`src/rtl/i2c_btx_pkg.sv`:
```
package i2c_btx_pkg;
  localparam int A_CTRL  = 0;
  localparam int A_COUNT = 1;
  localparam int A_IEN   = 2;
  localparam int A_PEND  = 3;

  localparam int EV_BYTE  = 0;
  localparam int EV_BURST = 2;
  localparam int EV_START = 4;
  localparam int EV_STOP  = 5;
  localparam int EV_NAK   = 6;

  localparam logic [6:0] PEND_MASK = 7'b111_0101;

  typedef enum logic [2:0] {
    SQ_IDLE,
    SQ_START,
    SQ_FETCH,
    SQ_BIT,
    SQ_STOP
  } sq_state_e;
endpackage

```
`src/rtl/i2c_btx_regs.sv`:
```
module i2c_btx_regs
  import i2c_btx_pkg::*;
#(
  parameter int BUF_WORDS = 8,
  localparam int IDX_W  = $clog2(BUF_WORDS),
  localparam int ADDR_W = IDX_W + 1,
  localparam int MAXB   = BUF_WORDS * 4,
  localparam int CNT_W  = $clog2(MAXB) + 1
) (
  input  logic              clk,
  input  logic              rst,
  input  logic              bus_wr,
  input  logic [ADDR_W-1:0] bus_addr,
  input  logic [31:0]       bus_wdata,
  output logic [31:0]       bus_rdata,
  output logic              irq,
  output logic              enable,
  output logic [6:0]        pend,
  output logic [6:0]        ien,
  input  logic [6:0]        ev_set,
  output logic              start_go,
  output logic              stop_go,
  output logic              burst_go,
  output logic [CNT_W-1:0]  burst_len,
  input  logic [IDX_W-1:0]  buf_ridx,
  output logic [31:0]       buf_rdata
);
  localparam logic [ADDR_W-1:0] AD_CTRL  = ADDR_W'(A_CTRL);
  localparam logic [ADDR_W-1:0] AD_COUNT = ADDR_W'(A_COUNT);
  localparam logic [ADDR_W-1:0] AD_IEN   = ADDR_W'(A_IEN);
  localparam logic [ADDR_W-1:0] AD_PEND  = ADDR_W'(A_PEND);

  logic [6:0]       ctrl_q;
  logic [6:0]       ien_q;
  logic [6:0]       pend_q;
  logic [CNT_W-1:0] cnt_q;
  logic [31:0]      mem [BUF_WORDS];

  logic is_buf, wr_ctrl, wr_cnt, wr_ien, wr_pend, wr_buf;
  logic [CNT_W-1:0] cnt_in;

  assign is_buf  = bus_addr[ADDR_W-1];
  assign wr_ctrl = bus_wr && (bus_addr == AD_CTRL);
  assign wr_cnt  = bus_wr && (bus_addr == AD_COUNT);
  assign wr_ien  = bus_wr && (bus_addr == AD_IEN);
  assign wr_pend = bus_wr && (bus_addr == AD_PEND);
  assign wr_buf  = bus_wr && is_buf;
  assign cnt_in  = bus_wdata[CNT_W-1:0];

  // command pulses: request bits act on their rising value only
  assign start_go  = wr_ctrl && bus_wdata[0] && bus_wdata[3] && !ctrl_q[3];
  assign stop_go   = wr_ctrl && bus_wdata[0] && bus_wdata[4] && !ctrl_q[4];
  assign burst_go  = wr_cnt && ctrl_q[0] && (ctrl_q[2:1] == 2'd0) && (cnt_in != '0);
  assign burst_len = (cnt_in > CNT_W'(MAXB)) ? CNT_W'(MAXB) : cnt_in;

  assign enable = ctrl_q[0];
  assign pend   = pend_q;
  assign ien    = ien_q;

  always_ff @(posedge clk) begin
    if (rst) begin
      ctrl_q    <= '0;
      ien_q     <= '0;
      pend_q    <= '0;
      cnt_q     <= '0;
      irq       <= 1'b0;
      bus_rdata <= '0;
    end else begin
      if (wr_ctrl) ctrl_q <= bus_wdata[6:0];
      if (wr_ien)  ien_q  <= bus_wdata[6:0] & PEND_MASK;
      if (wr_cnt)  cnt_q  <= cnt_in;
      pend_q <= (pend_q & ~(wr_pend ? bus_wdata[6:0] : 7'd0)) | (ev_set & PEND_MASK);
      irq    <= |(pend_q & ien_q);
      if (is_buf) begin
        bus_rdata <= '0;
      end else begin
        case (bus_addr)
          AD_CTRL:  bus_rdata <= {25'd0, ctrl_q};
          AD_COUNT: bus_rdata <= {{(32-CNT_W){1'b0}}, cnt_q};
          AD_IEN:   bus_rdata <= {25'd0, ien_q};
          AD_PEND:  bus_rdata <= {25'd0, pend_q};
          default:  bus_rdata <= '0;
        endcase
      end
    end
  end

  // transmit buffer: one write port, one registered read port
  always_ff @(posedge clk) begin
    if (wr_buf) mem[bus_addr[IDX_W-1:0]] <= bus_wdata;
    buf_rdata <= mem[buf_ridx];
  end
endmodule

```
`src/rtl/i2c_btx_seq.sv`:
```
module i2c_btx_seq
  import i2c_btx_pkg::*;
#(
  parameter int QUARTER = 6,
  parameter int IDX_W   = 3,
  parameter int CNT_W   = 6,
  localparam int QW     = $clog2(QUARTER + 1)
) (
  input  logic             clk,
  input  logic             rst,
  input  logic             enable,
  input  logic             start_go,
  input  logic             stop_go,
  input  logic             burst_go,
  input  logic [CNT_W-1:0] burst_len,
  output logic [IDX_W-1:0] buf_ridx,
  input  logic [31:0]      buf_rdata,
  input  logic             sda_sync,
  output logic             scl_drv,
  output logic             sda_drv,
  output logic             in_cond,
  output logic [6:0]       ev_set
);
  sq_state_e        st;
  logic [1:0]       ph;
  logic [QW-1:0]    qcnt;
  logic             held;
  logic             req_start, req_stop, req_burst;
  logic [CNT_W-1:0] req_len, len_q, bidx;
  logic [7:0]       shreg;
  logic [3:0]       bitn;
  logic             ack_bad;
  logic             fetch_wait;
  logic             tick, ph_end;

  assign tick     = (qcnt == QW'(QUARTER - 1));
  assign ph_end   = tick && (ph == 2'd3);
  assign buf_ridx = bidx[IDX_W+1:2];

  always_ff @(posedge clk) begin
    if (rst) begin
      st         <= SQ_IDLE;
      ph         <= '0;
      qcnt       <= '0;
      held       <= 1'b0;
      req_start  <= 1'b0;
      req_stop   <= 1'b0;
      req_burst  <= 1'b0;
      req_len    <= '0;
      len_q      <= '0;
      bidx       <= '0;
      shreg      <= '0;
      bitn       <= '0;
      ack_bad    <= 1'b0;
      fetch_wait <= 1'b0;
      ev_set     <= '0;
    end else begin
      ev_set <= '0;
      if (!enable) begin
        st        <= SQ_IDLE;
        ph        <= '0;
        qcnt      <= '0;
        held      <= 1'b0;
        req_start <= 1'b0;
        req_stop  <= 1'b0;
        req_burst <= 1'b0;
      end else begin
        case (st)
          SQ_IDLE: begin
            ph   <= '0;
            qcnt <= '0;
            if (req_start) begin
              st        <= SQ_START;
              req_start <= 1'b0;
            end else if (req_burst) begin
              st         <= SQ_FETCH;
              req_burst  <= 1'b0;
              len_q      <= req_len;
              bidx       <= '0;
              fetch_wait <= 1'b1;
            end else if (req_stop) begin
              st       <= SQ_STOP;
              req_stop <= 1'b0;
            end
          end
          SQ_FETCH: begin
            if (fetch_wait) begin
              fetch_wait <= 1'b0;
            end else begin
              shreg <= buf_rdata[8*bidx[1:0] +: 8];
              bitn  <= '0;
              ph    <= '0;
              qcnt  <= '0;
              st    <= SQ_BIT;
            end
          end
          SQ_START, SQ_STOP, SQ_BIT: begin
            if (tick) begin
              qcnt <= '0;
              ph   <= ph + 2'd1;
            end else begin
              qcnt <= qcnt + 1'b1;
            end
            if (st == SQ_BIT && tick && ph == 2'd2 && bitn == 4'd8) ack_bad <= sda_sync;
            if (ph_end) begin
              if (st == SQ_START) begin
                ev_set[EV_START] <= 1'b1;
                held             <= 1'b1;
                st               <= SQ_IDLE;
              end else if (st == SQ_STOP) begin
                ev_set[EV_STOP] <= 1'b1;
                held            <= 1'b0;
                st              <= SQ_IDLE;
              end else if (bitn != 4'd8) begin
                held  <= 1'b1;
                bitn  <= bitn + 4'd1;
                shreg <= {shreg[6:0], 1'b0};
              end else if (ack_bad) begin
                ev_set[EV_NAK] <= 1'b1;
                st             <= SQ_IDLE;
              end else begin
                ev_set[EV_BYTE] <= 1'b1;
                if (bidx == len_q - 1'b1) begin
                  ev_set[EV_BURST] <= 1'b1;
                  st               <= SQ_IDLE;
                end else begin
                  bidx       <= bidx + 1'b1;
                  fetch_wait <= 1'b1;
                  st         <= SQ_FETCH;
                end
              end
            end
          end
          default: st <= SQ_IDLE;
        endcase
      end
      // requests are latched last so a new one wins over a same-cycle clear
      if (start_go) req_start <= 1'b1;
      if (stop_go)  req_stop  <= 1'b1;
      if (burst_go) begin
        req_burst <= 1'b1;
        req_len   <= burst_len;
      end
    end
  end

  // desired line drives, 1 = pull low
  logic scl_raw, sda_raw;
  always_comb begin
    scl_raw = held;
    sda_raw = 1'b0;
    in_cond = 1'b0;
    case (st)
      SQ_START: begin
        in_cond = 1'b1;
        case (ph)
          2'd0:    begin scl_raw = held; sda_raw = 1'b0; end
          2'd1:    begin scl_raw = 1'b0; sda_raw = 1'b0; end
          2'd2:    begin scl_raw = 1'b0; sda_raw = 1'b1; end
          default: begin scl_raw = 1'b1; sda_raw = 1'b1; end
        endcase
      end
      SQ_STOP: begin
        in_cond = 1'b1;
        case (ph)
          2'd0:    begin scl_raw = 1'b1; sda_raw = 1'b1; end
          2'd1:    begin scl_raw = 1'b0; sda_raw = 1'b1; end
          default: begin scl_raw = 1'b0; sda_raw = 1'b0; end
        endcase
      end
      SQ_BIT: begin
        scl_raw = (ph == 2'd0) || (ph == 2'd3);
        sda_raw = (bitn == 4'd8) ? 1'b0 : !shreg[7];
      end
      default: begin
        scl_raw = held;
        sda_raw = 1'b0;
      end
    endcase
  end

  assign scl_drv = enable && scl_raw;
  assign sda_drv = enable && sda_raw;
endmodule

```
`src/rtl/i2c_btx_pad.sv`:
```
module i2c_btx_pad #(
  parameter int SYNC_STAGES = 2
) (
  input  logic clk,
  input  logic rst,
  input  logic scl_drv,
  input  logic sda_drv,
  input  logic sda_in,
  output logic scl_oe,
  output logic sda_oe,
  output logic sda_sync
);
  logic [SYNC_STAGES-1:0] sy;

  always_ff @(posedge clk) begin
    if (rst) begin
      scl_oe <= 1'b0;
      sda_oe <= 1'b0;
      sy     <= '1;
    end else begin
      scl_oe <= scl_drv;
      sda_oe <= sda_drv;
      sy     <= {sy[SYNC_STAGES-2:0], sda_in};
    end
  end

  assign sda_sync = sy[SYNC_STAGES-1];
endmodule

```
`src/rtl/i2c_burst_tx.sv`:
```
module i2c_burst_tx
  import i2c_btx_pkg::*;
#(
  parameter int BUF_WORDS   = 8,
  parameter int QUARTER     = 6,
  parameter int SYNC_STAGES = 2,
  localparam int IDX_W  = $clog2(BUF_WORDS),
  localparam int ADDR_W = IDX_W + 1,
  localparam int CNT_W  = $clog2(BUF_WORDS * 4) + 1
) (
  input  logic              clk,
  input  logic              rst,
  input  logic              bus_wr,
  input  logic [ADDR_W-1:0] bus_addr,
  input  logic [31:0]       bus_wdata,
  output logic [31:0]       bus_rdata,
  output logic              irq,
  output logic              scl_oe,
  output logic              sda_oe,
  input  logic              sda_in
);
  logic             enable;
  logic [6:0]       pend, ien, ev_set;
  logic             start_go, stop_go, burst_go;
  logic [CNT_W-1:0] burst_len;
  logic [IDX_W-1:0] buf_ridx;
  logic [31:0]      buf_rdata;
  logic             sda_sync, scl_drv, sda_drv, in_cond;

  i2c_btx_regs #(.BUF_WORDS(BUF_WORDS)) u_regs (
    .clk(clk), .rst(rst), .bus_wr(bus_wr), .bus_addr(bus_addr),
    .bus_wdata(bus_wdata), .bus_rdata(bus_rdata), .irq(irq),
    .enable(enable), .pend(pend), .ien(ien), .ev_set(ev_set),
    .start_go(start_go), .stop_go(stop_go), .burst_go(burst_go),
    .burst_len(burst_len), .buf_ridx(buf_ridx), .buf_rdata(buf_rdata)
  );

  i2c_btx_seq #(.QUARTER(QUARTER), .IDX_W(IDX_W), .CNT_W(CNT_W)) u_seq (
    .clk(clk), .rst(rst), .enable(enable), .start_go(start_go),
    .stop_go(stop_go), .burst_go(burst_go), .burst_len(burst_len),
    .buf_ridx(buf_ridx), .buf_rdata(buf_rdata), .sda_sync(sda_sync),
    .scl_drv(scl_drv), .sda_drv(sda_drv), .in_cond(in_cond), .ev_set(ev_set)
  );

  i2c_btx_pad #(.SYNC_STAGES(SYNC_STAGES)) u_pad (
    .clk(clk), .rst(rst), .scl_drv(scl_drv), .sda_drv(sda_drv),
    .sda_in(sda_in), .scl_oe(scl_oe), .sda_oe(sda_oe), .sda_sync(sda_sync)
  );
endmodule

```
`config.mk`:
```
export PLATFORM = sky130hd
export DESIGN_NAME = i2c_burst_tx
export DESIGN_NICKNAME = d
export VERILOG_FILES = /design/src/rtl/i2c_btx_pkg.sv /design/src/rtl/i2c_btx_regs.sv /design/src/rtl/i2c_btx_seq.sv /design/src/rtl/i2c_btx_pad.sv /design/src/rtl/i2c_burst_tx.sv
export SDC_FILE = /design/constraint.sdc
export NUM_CORES = 1
export LEC_CHECK = 0
export BUFFER_PORTS_ARGS = -buffer_cell sky130_fd_sc_hd__buf_2
export CAP_MARGIN = 20
export CORE_MARGIN = 10
export CORE_UTILIZATION = 50
export CTS_BUF_LIST = sky130_fd_sc_hd__clkbuf_8
export DETAILED_ROUTE_END_ITERATION = 8
export GPL_ROUTABILITY_DRIVEN = 0
export PLACE_DENSITY = 0.64
export REMOVE_ABC_BUFFERS = 1
export SLEW_MARGIN = 5
export SYNTH_ARGS = -nofsm -noshare
export SYNTH_HDL_FRONTEND = slang
export SYNTH_SLANG_ARGS = --single-unit
```
`constraint.sdc`:
```
create_clock -name clk -period 5.2 [get_ports clk]
set_input_delay 0.78 -clock clk [delete_from_list [all_inputs] [get_ports clk]]
set_output_delay 0.78 -clock clk [all_outputs]
set_load 0.005 [all_outputs]
```
# Yosys cells after proc, flatten, opt, wreduce, memory -nomap -nowiden
# Memories as Yosys holds them, arrays and structs flattened. A register that Yosys moved wholly into a read port is not among the register bits.
# Index checks and enable logic that the tools add are counted.
# Widths: inputs -> output; s select.
dict set report totals {
  regBits 111
  ram_bits 256
  out_inout_bits 35
  memories 1
}
dict set report classes {
  add_sub_neg 5
  magnitude_cmp 1
  eq_ne 33
  shifts 1
  mux 79
  bitwise 8
  n_reduce_logical 53
}
# name words width read_ports rd_ports_with_merged_regs write_ports line_no
set mem_list {}
lappend mem_list {u_regs.mem 8 32 1 1 1 i2c_btx_regs.sv:37} ;# logic [31:0] mem [BUF_WORDS];
# operator n
set op_table {}
lappend op_table {{$mux 6} 9}
lappend op_table {{$mux 8} 5}
lappend op_table {{$mux 1} 34}
lappend op_table {{$mux 3} 11}
lappend op_table {{$shiftx 32x6->8} 1}
lappend op_table {{$pmux 7 s4} 1}
lappend op_table {{$mux 4} 5}
lappend op_table {{$reduce_and 10->1} 2}
lappend op_table {{$logic_and 1x1->1} 19}
lappend op_table {{$pmux 3 s3} 2}
lappend op_table {{$pmux 8 s2} 1}
lappend op_table {{$and 7x7->7} 2}
lappend op_table {{$ne 2x2->1 const B} 7}
lappend op_table {{$reduce_or 7->1} 2}
lappend op_table {{$pmux 6 s2} 1}
lappend op_table {{$reduce_and 3->1} 4}
lappend op_table {{$ne 3x2->1 const B} 3}
lappend op_table {{$ne 3x3->1 const B} 3}
lappend op_table {{$pmux 1 s3} 3}
lappend op_table {{$eq 4x2->1 const B} 2}
lappend op_table {{$ne 2x1->1 const B} 4}
lappend op_table {{$pmux 4 s2} 1}
lappend op_table {{$reduce_and 4->1} 2}
lappend op_table {{$reduce_or 2->1} 4}
lappend op_table {{38 further kinds} 52}

# Longest topological paths before layout
# Gate-level depths: netlist of run 1.
dict set report depth {
  depth_word 9
  mapped_depth 9
  ltp_nobuf 8
}

# Modules after synthesis
# Synthesis of run 1 repeated with hierarchy kept, for this count alone.
dict set report unflattened {
  cells_unflattened 924
  area_unflattened_um2 15025.7
}
# mod n_inst cells_per_inst area_per_inst_um2 seq_area_each_um2
set by_module_without_submodules {}
lappend by_module_without_submodules {i2c_btx_regs 1 599 12206.7 8988.6}
lappend by_module_without_submodules {i2c_btx_seq 1 317 2713.9 980.9}
lappend by_module_without_submodules {i2c_btx_pad 1 8 105.1 80.1}

# Worst setup path before layout of run 1
# OpenSTA, ideal clock, no wires.
dict set report synth_path {
  path_type {input to register}
  startpoint {input port bus_addr[1]}
  endpoint {memory u_regs.mem[4][0], enable pin}
  setup_time_ns 0.461
  arrival_ns 3.552
  t_required_ns 4.739
  setup_slack_ns 1.187
  stages 3
  path_buffers 2
  cell_sequence {clkbuf_1 -> buf_1 -> nor3_1}
}
# item line_no
set synth_rtl {}
lappend synth_rtl {{start: declaration} i2c_burst_tx.sv:14} ;# input logic [ADDR_W-1:0] bus_addr,
lappend synth_rtl {{end: declaration} i2c_btx_regs.sv:37}
# No word-level cell before the write port.

# Worst setup path in the final report of run 1
dict set report layout_path {
  startpoint {register u_seq.ph[0]}
  endpoint {register u_seq.bitn[3]}
}
dict set report layout_via {
  elab_chain_cells 4
}
# item line_no
set layout_lines {}
lappend layout_lines {{start: declaration} i2c_btx_seq.sv:25} ;# logic [1:0] ph;
lappend layout_lines {{start signal: assignment} i2c_btx_seq.sv:100} ;# ph <= ph + 2'd1;
lappend layout_lines {{$eq 2x2->1} i2c_btx_seq.sv:37} ;# assign ph_end = tick && (ph == 2'd3);
lappend layout_lines {{$logic_and 1x1->1} i2c_btx_seq.sv:37}
lappend layout_lines {{$ne 2x1->1 (no source line)} -}
lappend layout_lines {{$reduce_and 7->1 (no source line)} -}
lappend layout_lines {{end signal: assignment} i2c_btx_seq.sv:116} ;# bitn <= bitn + 4'd1;
lappend layout_lines {{end: declaration} i2c_btx_seq.sv:31} ;# logic [3:0] bitn;
# No other way between the ends.
# A chain may end at the register's enable or synchronous reset.

==> results of run 1 <==
worst paths after layout:
check | startpoint | end | slack (ns) | cells past startpoint
max | u_seq.ph[0] | u_seq.bitn[3] | 2.40 | 7
min | sda_in | u_pad.sy[0] | 0.35 | 2
max reg2reg | u_seq.ph[0] | u_seq.bitn[3] | 2.40 | 7
min reg2reg | u_pad.sy[0] | u_pad.sy[1] | 0.41 | 1
metal layers:
layer / track usage (%) / vias to the layer above / wire length [um]
met3: 3.499 / 42 / 1421
met2: 25.76 / 154 / 13870
met4: 4.422 / 0 / 481
met5: 0 / - / 0
met1: 21.31 / 3898 / 12940
li1: - / 3591 / -
metrics by stage:
stage / power [W] / cells / hold WS, ns
floorplan: 0.003343 / 855 / 0.3895
global placement: 0.003419 / 1300 / 0.4096
detailed placement: 0.003423 / 1300 / 0.4032
CTS: 0.006057 / 1412 / 0.3137
global route: 0.006216 / 1412 / 0.3208
finish: 0.005988 / 1412 / 0.3534
final cells by class:
class	count	area, um2
clock buffer	71	977.2
timing repair buffer	61	335.3
clock inverter	41	314.1
tap	384	480.5
multi-input combinational	470	4290
inverter	11	41.29
fill	2312	12290
sequential	374	10060
power by group through the flow:
stage | Combinational (W) | Clock, W | Sequential (W)
after floorplan | 0.0000457 | 0 | 0.00330
after global placement | 0.000121 | 0 | 0.00330
after detailed placement | 0.000123 | 0 | 0.00330
after CTS | 0.000123 | 0.00270 | 0.00324
after global routing | 0.000135 | 0.00284 | 0.00324
final | 0.000122 | 0.00263 | 0.00324
sequential cells by signal, indices dropped and copies added, names as in the netlist, 2 cells and up:
| register | flops |
|---|---|
| u_regs.mem | 256 |
| u_regs.buf_rdata | 32 |
| u_seq.shreg | 8 |
| u_regs.bus_rdata | 7 |
| u_regs.ctrl_q | 7 |
| u_regs.pend | 7 |
| u_regs.cnt_q | 6 |
| u_seq.bidx | 6 |
| u_seq.len_q | 6 |
| u_seq.req_len | 6 |
| u_regs.ien | 5 |
| u_seq.ev_set | 5 |
| u_seq.bitn | 4 |
| u_seq.qcnt | 3 |
| u_seq.st | 3 |
| u_pad.sy | 2 |
| u_seq.ph | 2 |
worst reg2reg max path, cell delays in order, from the launching register on:
cell and delay [ns]:
dfxtp_1 0.40, ha_1 0.16, and4b_1 0.41, nand2_2 0.11, a2111oi_4 0.98, and2b_1 0.28, a41oi_1 0.13, a311oi_1 0.24
cell usage in the layout, fill, tap and decap left out, drive strengths merged, types with 5 or more instances in the layout:
cell type / n
nor3: 9
nor2: 89
or2: 5
clkbuf: 71
inv: 27
mux4: 72
o21ai: 16
and3: 5
nand2: 26
a22oi: 5
clkinv: 20
buf: 61
o22a: 5
or3: 8
bufinv: 5
a21oi: 40
mux2i: 35
ha: 8
dfxtp: 118
nor2b: 5
nand3b: 6
mux2: 35
conb: 25
a211oi: 10
edfxtp: 256
nand3: 7
nand2b: 9
kinds of logic (layout without fill, tap and decap cells):
family | Yosys count | count (layout) | synth area share (%)
compound gates | 100 | 100 | 4.664
xor+xnor | 6 | 6 | 0.4107
fa+ha+maj | 8 | 8 | 0.6845
buf+inv | 82 | 184 | 2.926
flops | 374 | 374 | 68.73
mux | 142 | 142 | 16.18
other cells | 1 | 25 | 0.02564
simple gates | 189 | 189 | 6.383
==> impl_metrics.csv, run 1 <==
group,metric,value,unit
status,status,"complete, no violations",
global_route,track_usage,15.92,%
worst_setup_path,crit_fanout,22,
drt,vias,7685,
die,die_w,191.0,um
global_route,grt_max_degree,53,
worst_setup_path,crit_path_end_kind,"register",
synthesis,synth_commonest_cells,"256 x edfxtp_1, 118 x dfxtp_1, 89 x nor2_1",
power,power_frac_comb,2.0,%
timing,layout_setup_ws,2.404,ns
worst_setup_path,crit_buf_inv,0,
cts,cts_root_buf,"clkbuf_8",
synthesis,syn_area,14620,um2
drt,drtPass1Iterations,4,
finish,syn2layout_area_growth,12.80,%
worst_setup_path,cp_top_family,"compound AO/OA/AOI/OAI gates",
timing,period_minus_slack,2.796,ns
cts,ctsResizeCount,0,
power,pwr-share-clk,43.9,%
finish,post-route-util,57.31,%
timing,rsz0062_at_grt,"false",
timing,setup_tns,0,ns
power,irDropWorstVdd,0.0002932,V
cts,cts_hold_buf,0,
cts,cts_setup_buffers,0,
drt,ant_nets,0,
worst_setup_path,path_cells,"ha_1 -> and4b_1 -> nand2_2 -> a2111oi_4 -> and2b_1 -> a41oi_1 -> a311oi_1",
global_route,antenna_found_initial,0,
cts,clockBufferDepth,3,
cts,worstSkewPairLatency,0.61,ns
timing,timing.final.crit_share,53.77,%
power,p_seq_share,54.0,%
global_route,grt_pass1_wl,45280,um
synthesis,synth_top_cell_by_area,"edfxtp_1",
global_route,overflow,0,
cts,clkTransAtPathRegs,0.06,ns
die,ios,75,
synthesis,yosysWarnings,0,
timing,fmax,357.7,MHz
timing,maxSlewViolCount,0,
placed_design,post-dp-hpwl,16250,um
power,p_per_area,363.0,nW/um2
flow_run,drv_cap,0,
power,internal-power,0.004757,W
timing,worst_pin_slew,1.081,ns
synthesis,ys_ff_latch,374,
timing,fin_skew,0.03080,ns
drt,drt_iter0_drc,496,
synthesis,synthArstFlopShare,0,%
power,switching_share,20.56,%
finish,nets,1025,
die,die_area,36490,um2
synthesis,yosysUniqueCellTypes,63,
worst_setup_path,cp.arrival,3.30,ns
power,leakage,5.618,nW
die,die_y,191.0,um
drt,drt_wl_total,28710,um
worst_setup_path,worst-setup-path-type,"reg2reg",
worst_setup_path,slowest_delay,0.98,ns
synthesis,synth.avg_cell_area,16.21,um2
worst_setup_path,cpMaxStageDelayCell,"a2111oi_4",
power,power_switching,0.001231,W
timing,hold_viol_final,0,
placed_design,post_dp_cell_area,15200,um2
synthesis,ys.flop_type,"edfxtp_1",
cts,cts_tree,"built",
synthesis,synth_top_cell_area_share,52.57,%
die,std_cell_rows,62,
min_path,hp-class,"in2reg",
finish,final_area,16490,um2
synthesis,netlist_top_cells_area,"edfxtp_1 53%, dfxtp_1 16%, mux4_2 11%",
synthesis,synthesis.instances,902,
synthesis,seq_area_frac_synth,68.73,%
timing,setup_viol,0,
cts,htree_levels,2,
placed_design,dp_slack,2.394,ns
global_route,grt_pass1_vias,7956,
worst_setup_path,cp.required,5.70,ns
die,core-area,28780,um2
synthesis,synth_edf_count,256,
drt,wl_per_cell,20.34,um
placed_design,port_buffers,49,
finish,antennaDiodeCount,0,
drt,avgViaCountPerCell,5.443,
drt,drc_errors,0,
die,start_util,50.81,%
synthesis,yosysMostFrequentCell,"edfxtp_1",
timing,slew_headroom,27.95,%
cts,clkSinkCount,374,
worst_setup_path,worstSetupStartpointType,"register",
finish,drive_above_1_share,27.14,%
cts,cts_made_buffers,59,
Note: power is estimated with default switching activity, not from simulation.
==> inputs of run 2 (changes only) <==
ABC_AREA = 1   (was unset)
clock period = 2.8 ns   (was 5.2 ns; I/O delays follow)
==> impl_metrics.csv, run 2 <==
group,metric,value,unit
status,status,"complete, no violations",
cts,cts_tree,"built",
synthesis,synth_commonest_cells,"306 x nor2_1, 256 x edfxtp_1, 179 x o21ai_0",
finish,fin_cells,1882,
synthesis,netlist_top_cells_area,"edfxtp_1 51%, dfxtp_1 16%, nor2_1 7.7%",
finish,fillCellCount,2534,
timing,fmax,508.0,MHz
global_route,track_usage,18.83,%
global_route,gr-usage-met2,32.10,%
synthesis,yosysUniqueCellTypes,47,
worst_setup_path,cp.arrival,2.49,ns
global_route,met1_usage,24.04,%
placed_design,port_buffers,49,
die,std_cell_rows,63,
global_route,grt_pass1_vias,9779,
finish,antennaDiodeCount,0,
flow_run,drv_cap,0,
drt,drc_errors,0,
die,start_util,50.52,%
finish,largest_reg_flops,256,
timing,rsz0062_at_grt,"false",
worst_setup_path,crit_fanout,8,
timing,fin_skew,0.02898,ns
timing,setup_tns,0,ns
die,die_area,37180,um2
synthesis,synthArstFlopShare,0,%
synthesis,ys.flop_type,"edfxtp_1",
cts,ctsResizeCount,0,
cts,clkSinkCount,374,
finish,nets,1493,
cts,clockBufferDepth,3,
timing,period_minus_slack,1.969,ns
synthesis,ys_ff_latch,374,
min_path,hold_path_startpoint,"bus_wdata[12]",
timing,setup_viol,0,
drt,avgViaCountPerCell,5.397,
global_route,grt_max_degree,101,
global_route,antenna_found_initial,0,
timing,maxSlewViolCount,0,
worst_setup_path,timing.rr.start,"u_seq.len_q[0]",
die,die_w,192.8,um
placed_design,post_dp_cell_area,15570,um2
placed_design,post-dp-hpwl,22450,um
timing,timing.final.crit_share,70.31,%
drt,ant_nets,0,
synthesis,yosysWarnings,0,
power,power,0.01073,W
cts,htree_levels,2,
finish,syn2layout_area_growth,12.01,%
global_route,grt_pass1_wl,54700,um
worst_setup_path,r2r-end,"u_seq.bidx[3]",
cts,cts_made_buffers,58,
die,die_y,192.8,um
worst_setup_path,worstSetupStartpointType,"register",
synthesis,synth.avg_cell_area,10.79,um2
worst_setup_path,worst-setup-path-type,"reg2reg",
finish,layout_commonest_cell,"nor2_1",
drt,vias,10160,
global_route,busiest_layer,"met2",
cts,worstSkewPairLatency,0.62,ns
synthesis,synth_edf_count,256,
power,leakage,6.042,nW
power,p_per_area,641.2,nW/um2
synthesis,synthesis.instances,1384,
finish,drive_above_1_share,13.34,%
min_path,holdPathEnd,"u_regs.mem[4][12]",
global_route,use_met3,3.090,%
worst_setup_path,regToRegSetupSlack,0.83,ns
synthesis,seq_area_frac_synth,67.30,%
timing,hold_viol_final,0,
placed_design,dpl.cell_count,1774,
worst_setup_path,crit_path_end_kind,"register",
drt,wl_per_cell,18.66,um
global_route,overflow,0,
cts,cts_setup_buffers,0,
timing,slew_headroom,42.79,%
drt,drt_wl_total,35110,um
power,irDropWorstVdd,0.0004615,V
min_path,hold_path_depth,1,
finish,multi_input_area,4265,um2
synthesis,yosysMostFrequentCell,"nor2_1",
drt,drt_iter0_drc,763,
worst_setup_path,reg2regPathDepth,12,
timing,worst_pin_slew,0.8573,ns
finish,final_cell_mix,"298 x nor2_1, 256 x edfxtp_1, 179 x o21ai_0",
cts,clkTransAtPathRegs,0.07,ns
die,core-area,29560,um2
synthesis,syn_area,14930,um2
synthesis,synth_top_cell_area_share,51.48,%
cts,cts_root_buf,"clkbuf_8",
synthesis,synth_top_cell_by_area,"edfxtp_1",
drt,drtPass1Iterations,5,
worst_setup_path,cp.required,3.32,ns
finish,final_area,16730,um2
min_path,hp-class,"in2reg",
die,ios,75,
finish,post-route-util,56.58,%
finish,seqCellArea,10050,um2
## run 2: area by class of cell
type / instances / share of cell area, %
well taps: 390 / 2.917
inverters: 72 / 1.653
clock inverters: 46 / 1.818
multi-input cells: 865 / 25.50
flip-flops and latches: 374 / 60.11
clock buffers: 61 / 5.019
repair buffers: 74 / 2.977
## run 2: how the worst max path moves through the flow
stage / start / end / slack, ns / cells after the start
floorplan: u_seq.bidx[2] / u_seq.bidx[2] / -1.94 / 8
global route: u_seq.bitn[0] / u_seq.shreg[7] / 0.67 / 11
detailed placement: bus_addr[2] / u_seq.req_len[3] / 0.62 / 10
global placement: bus_addr[2] / u_seq.req_len[3] / 0.66 / 10
CTS: u_seq.len_q[0] / u_seq.bidx[3] / 0.84 / 12
finish: u_seq.len_q[0] / u_seq.bidx[3] / 0.83 / 12
## run 2: what timing repair did
item | CTS | global route
setup endpoints to repair | 0 | 0
endpoints found under the hold margin | 1 | 0
hold buffers | 1 | 0
## run 2: where the power goes
part / leakage (nW) / internal (W) / total [W] / switching, W
Combinational: 2.10 / 0.0000561 / 0.000252 / 0.000196
Clock: 0.661 / 0.00233 / 0.00446 / 0.00213
Sequential: 3.28 / 0.00599 / 0.00601 / 0.0000222
Total: 6.04 / 0.00837 / 0.0107 / 0.00235
## run 2: metal layers
layer	vias up	wire, um	share of wire [%]
li1	4935	-	-
met1	4888	14680	42
met2	278	17660	50
met3	57	1982	5.6
met4	0	788	2.2
met5	-	0	0
## run 2: kinds of logic (layout without fill, tap and decap cells)
| logic type | after synthesis | in the layout | share of synthesized area (%) |
|---|---|---|---|
| AND/OR/NAND/NOR | 483 | 483 | 13.67 |
| flip-flops | 374 | 374 | 67.30 |
| AO/OA/AOI/OAI | 343 | 343 | 12.84 |
| buffers and inverters | 169 | 253 | 5.144 |
| adder cells (fa/ha/maj) | 8 | 8 | 0.6703 |
| XOR/XNOR | 6 | 6 | 0.3520 |
| other | 1 | 25 | 0.02511 |
## run 2: worst max-delay path: stages (launching register included)
cell	delay [ns]
dfxtp_1	0.33
inv_1	0.10
ha_1	0.31
inv_1	0.04
nand2_1	0.05
nand2_1	0.04
nor2_1	0.09
nand3_1	0.07
nor2_1	0.21
nand4_2	0.24
nand3_4	0.17
nand2_1	0.06
a21oi_1	0.15
## run 2: through the flow
stage | worst slack [ns] | hold slack [ns]
after floorplan | -1.938 | 0.3895
after global placement | 0.6640 | 0.3940
after detailed placement | 0.6215 | 0.3969
after CTS | 0.8395 | 0.06820
after global routing | 0.6726 | 0.07934
final | 0.8314 | 0.09248
==> inputs of run 3 (changes only) <==
ABC_AREA = 0   (was 1)
PLACE_DENSITY = 0.67   (was 0.64)
clock period = 1.7 ns   (was 2.8 ns; I/O delays follow)
==> impl_metrics.csv, run 3 (synthesized netlist as in run 1, its figures left out) <==
group,metric,value,unit
global_route,grt_max_degree,56,
die,std_cell_rows,62,
worst_setup_path,cp.required,2.18,ns
worst_setup_path,path_cells,"inv_2 -> ha_4 -> or3b_4 -> a211oi_2 -> nand4b_1 -> buf_4 -> o21ai_4 -> or4_1 -> a21oi_1",
flow_run,drv_cap,0,
finish,post-route-util,63.12,%
die,die_area,36490,um2
global_route,grt_pass1_wl,48630,um
power,leakage,6.444,nW
cts,cts_made_buffers,57,
timing,maxSlewViolCount,0,
drt,drt_wl_total,31240,um
drt,ant_nets,0,
finish,largest_reg_flops,256,
timing,period_minus_slack,2.052,ns
drt,avgViaCountPerCell,5.396,
timing,timing.final.crit_share,120.7,%
worst_setup_path,worstSetupStartpointType,"register",
worst_setup_path,worst-setup-path-type,"reg2reg",
status,violations,"negative setup slack",
power,power,0.01785,W
worst_setup_path,cpMaxStageDelayCell,"or3b_4",
timing,hold_viol_final,0,
finish,final_cell_mix,"256 x edfxtp_1, 109 x dfxtp_1, 86 x buf_4",
placed_design,dpl.cell_count,1396,
timing,worst_pin_slew,0.5889,ns
finish,nets,1160,
worst_setup_path,cp.arrival,2.53,ns
finish,fillCellCount,2083,
die,ios,75,
cts,clockBufferDepth,3,
global_route,grt_pass1_vias,8866,
worst_setup_path,crit_fanout,3,
worst_setup_path,reg2regPathDepth,9,
power,p_per_area,982.6,nW/um2
finish,layout_commonest_cell,"edfxtp_1",
finish,syn2layout_area_growth,24.24,%
global_route,antenna_found_initial,0,
timing,slew_headroom,60.50,%
global_route,overflow,0,
cts,cts_root_buf,"clkbuf_8",
finish,antennaDiodeCount,0,
placed_design,port_buffers,49,
cts,htree_levels,2,
min_path,hold_path_depth,2,
min_path,hp-class,"in2reg",
drt,drt_iter0_drc,636,
die,die_y,191.0,um
timing,setup_viol,21,
timing,rsz0062_at_grt,"true",
finish,fin_cells,1544,
cts,clkSinkCount,374,
cts,worstSkewPairLatency,0.62,ns
drt,wl_per_cell,20.23,um
cts,clkTransAtPathRegs,0.06,ns
die,start_util,50.81,%
finish,drive_above_1_share,37.76,%
drt,drc_errors,0,
worst_setup_path,crit_path_end_kind,"register",
timing,fin_skew,0.03033,ns
power,irDropWorstVdd,0.0006497,V
drt,vias,8332,
die,core-area,28780,um2
drt,drtPass1Iterations,5,
timing,layout_setup_ws,-0.3518,ns
status,status,"finished with violations",
timing,fmax,487.4,MHz
die,die_w,191.0,um
worst_setup_path,slowest_delay,0.37,ns
placed_design,post-dp-hpwl,18610,um
global_route,track_usage,17.01,%
cts,cts_tree,"built",
-- run 3: changes by cell type in the layout (fill, tap and decap cells not counted), sizes merged, moves of 15 or more --
cell,change
a31oi,-37
inv,-56
o22ai,-43
a21oi,-15
o21ai,-168
buf,+97
nor2,-220
mux2,+35
mux4,+72
mux2i,+35
nand3,-27
dlygate4sd3,+26
nand2,-89
-- run 3: routing by layer --
layer	up-vias	global-route usage (%)	routed length, um
li1	3855	-	-
met1	4265	22.56	13520
met2	173	28.41	15770
met3	39	2.988	1523
met4	0	4.512	425
met5	-	0	0
-- run 3: critical path: cells and delay by family, from the launching register on --
kind                     cells  cell delay (ns)
AO/OA/AOI/OAI                3             0.44
adder cells (fa/ha/maj)      1             0.13
buffers and inverters        2             0.28
flip-flops                   1             0.33
AND/OR/NAND/NOR              3             0.74
-- run 3: repair_timing --
| item | 4_1_cts | 5_1_grt |
|---|---|---|
| pin swaps | 30 | 30 |
| hold buffers | 27 | 0 |
| hold endpoints to repair | 202 | 0 |
| gates resized for setup | 41 | 54 |
| setup endpoints to repair | 22 | 29 |
| gates cloned | 3 | 1 |
| buffers inserted | 8 | 4 |
-- run 3: where the power goes --
| group | internal (W) | leakage (nW) | switching [W] | total (W) |
|---|---|---|---|---|
| Sequential | 0.00986 | 3.28 | 0.0000361 | 0.00990 |
| Clock | 0.00401 | 0.695 | 0.00345 | 0.00747 |
| Combinational | 0.000199 | 2.47 | 0.000288 | 0.000487 |
| Total | 0.0141 | 6.44 | 0.00378 | 0.0179 |
-- run 3: final cells by class --
class | count | area (um2) | area share [%]
Clock buffer | 69 | 949.7 | 5.227
Tap cell | 384 | 480.5 | 2.645
Inverter | 11 | 41.29 | 0.2273
Clock inverter | 38 | 235.2 | 1.295
Sequential cell | 374 | 10060 | 55.39
Multi-Input combinational cell | 470 | 4597 | 25.30
Timing Repair Buffer | 198 | 1800 | 9.910
-- run 3: stage by stage --
step                      area, um2  TNS (ns)  hold slack, ns  setup WS, ns
after floorplan               14330   -284.95          0.3241        -2.557
after global placement        16160    -4.420          0.4000       -0.3196
after detailed placement      16160    -5.601          0.4083       -0.3472
after CTS                     17890    -3.351        0.006763       -0.2509
after global routing          18170    -6.104         0.01733       -0.4411
final                         18170    -4.487         0.04074       -0.3518
-- run 3: path summary, 6_finish.rpt --
check                  endpoint      startpoint  slack, ns
hold reg to reg     u_pad.sy[1]     u_pad.sy[0]       0.42
hold / removal    u_regs.ien[0]             rst       0.04
setup / recovery  u_seq.bidx[3]  u_seq.len_q[1]      -0.35
setup reg to reg  u_seq.bidx[3]  u_seq.len_q[1]      -0.35
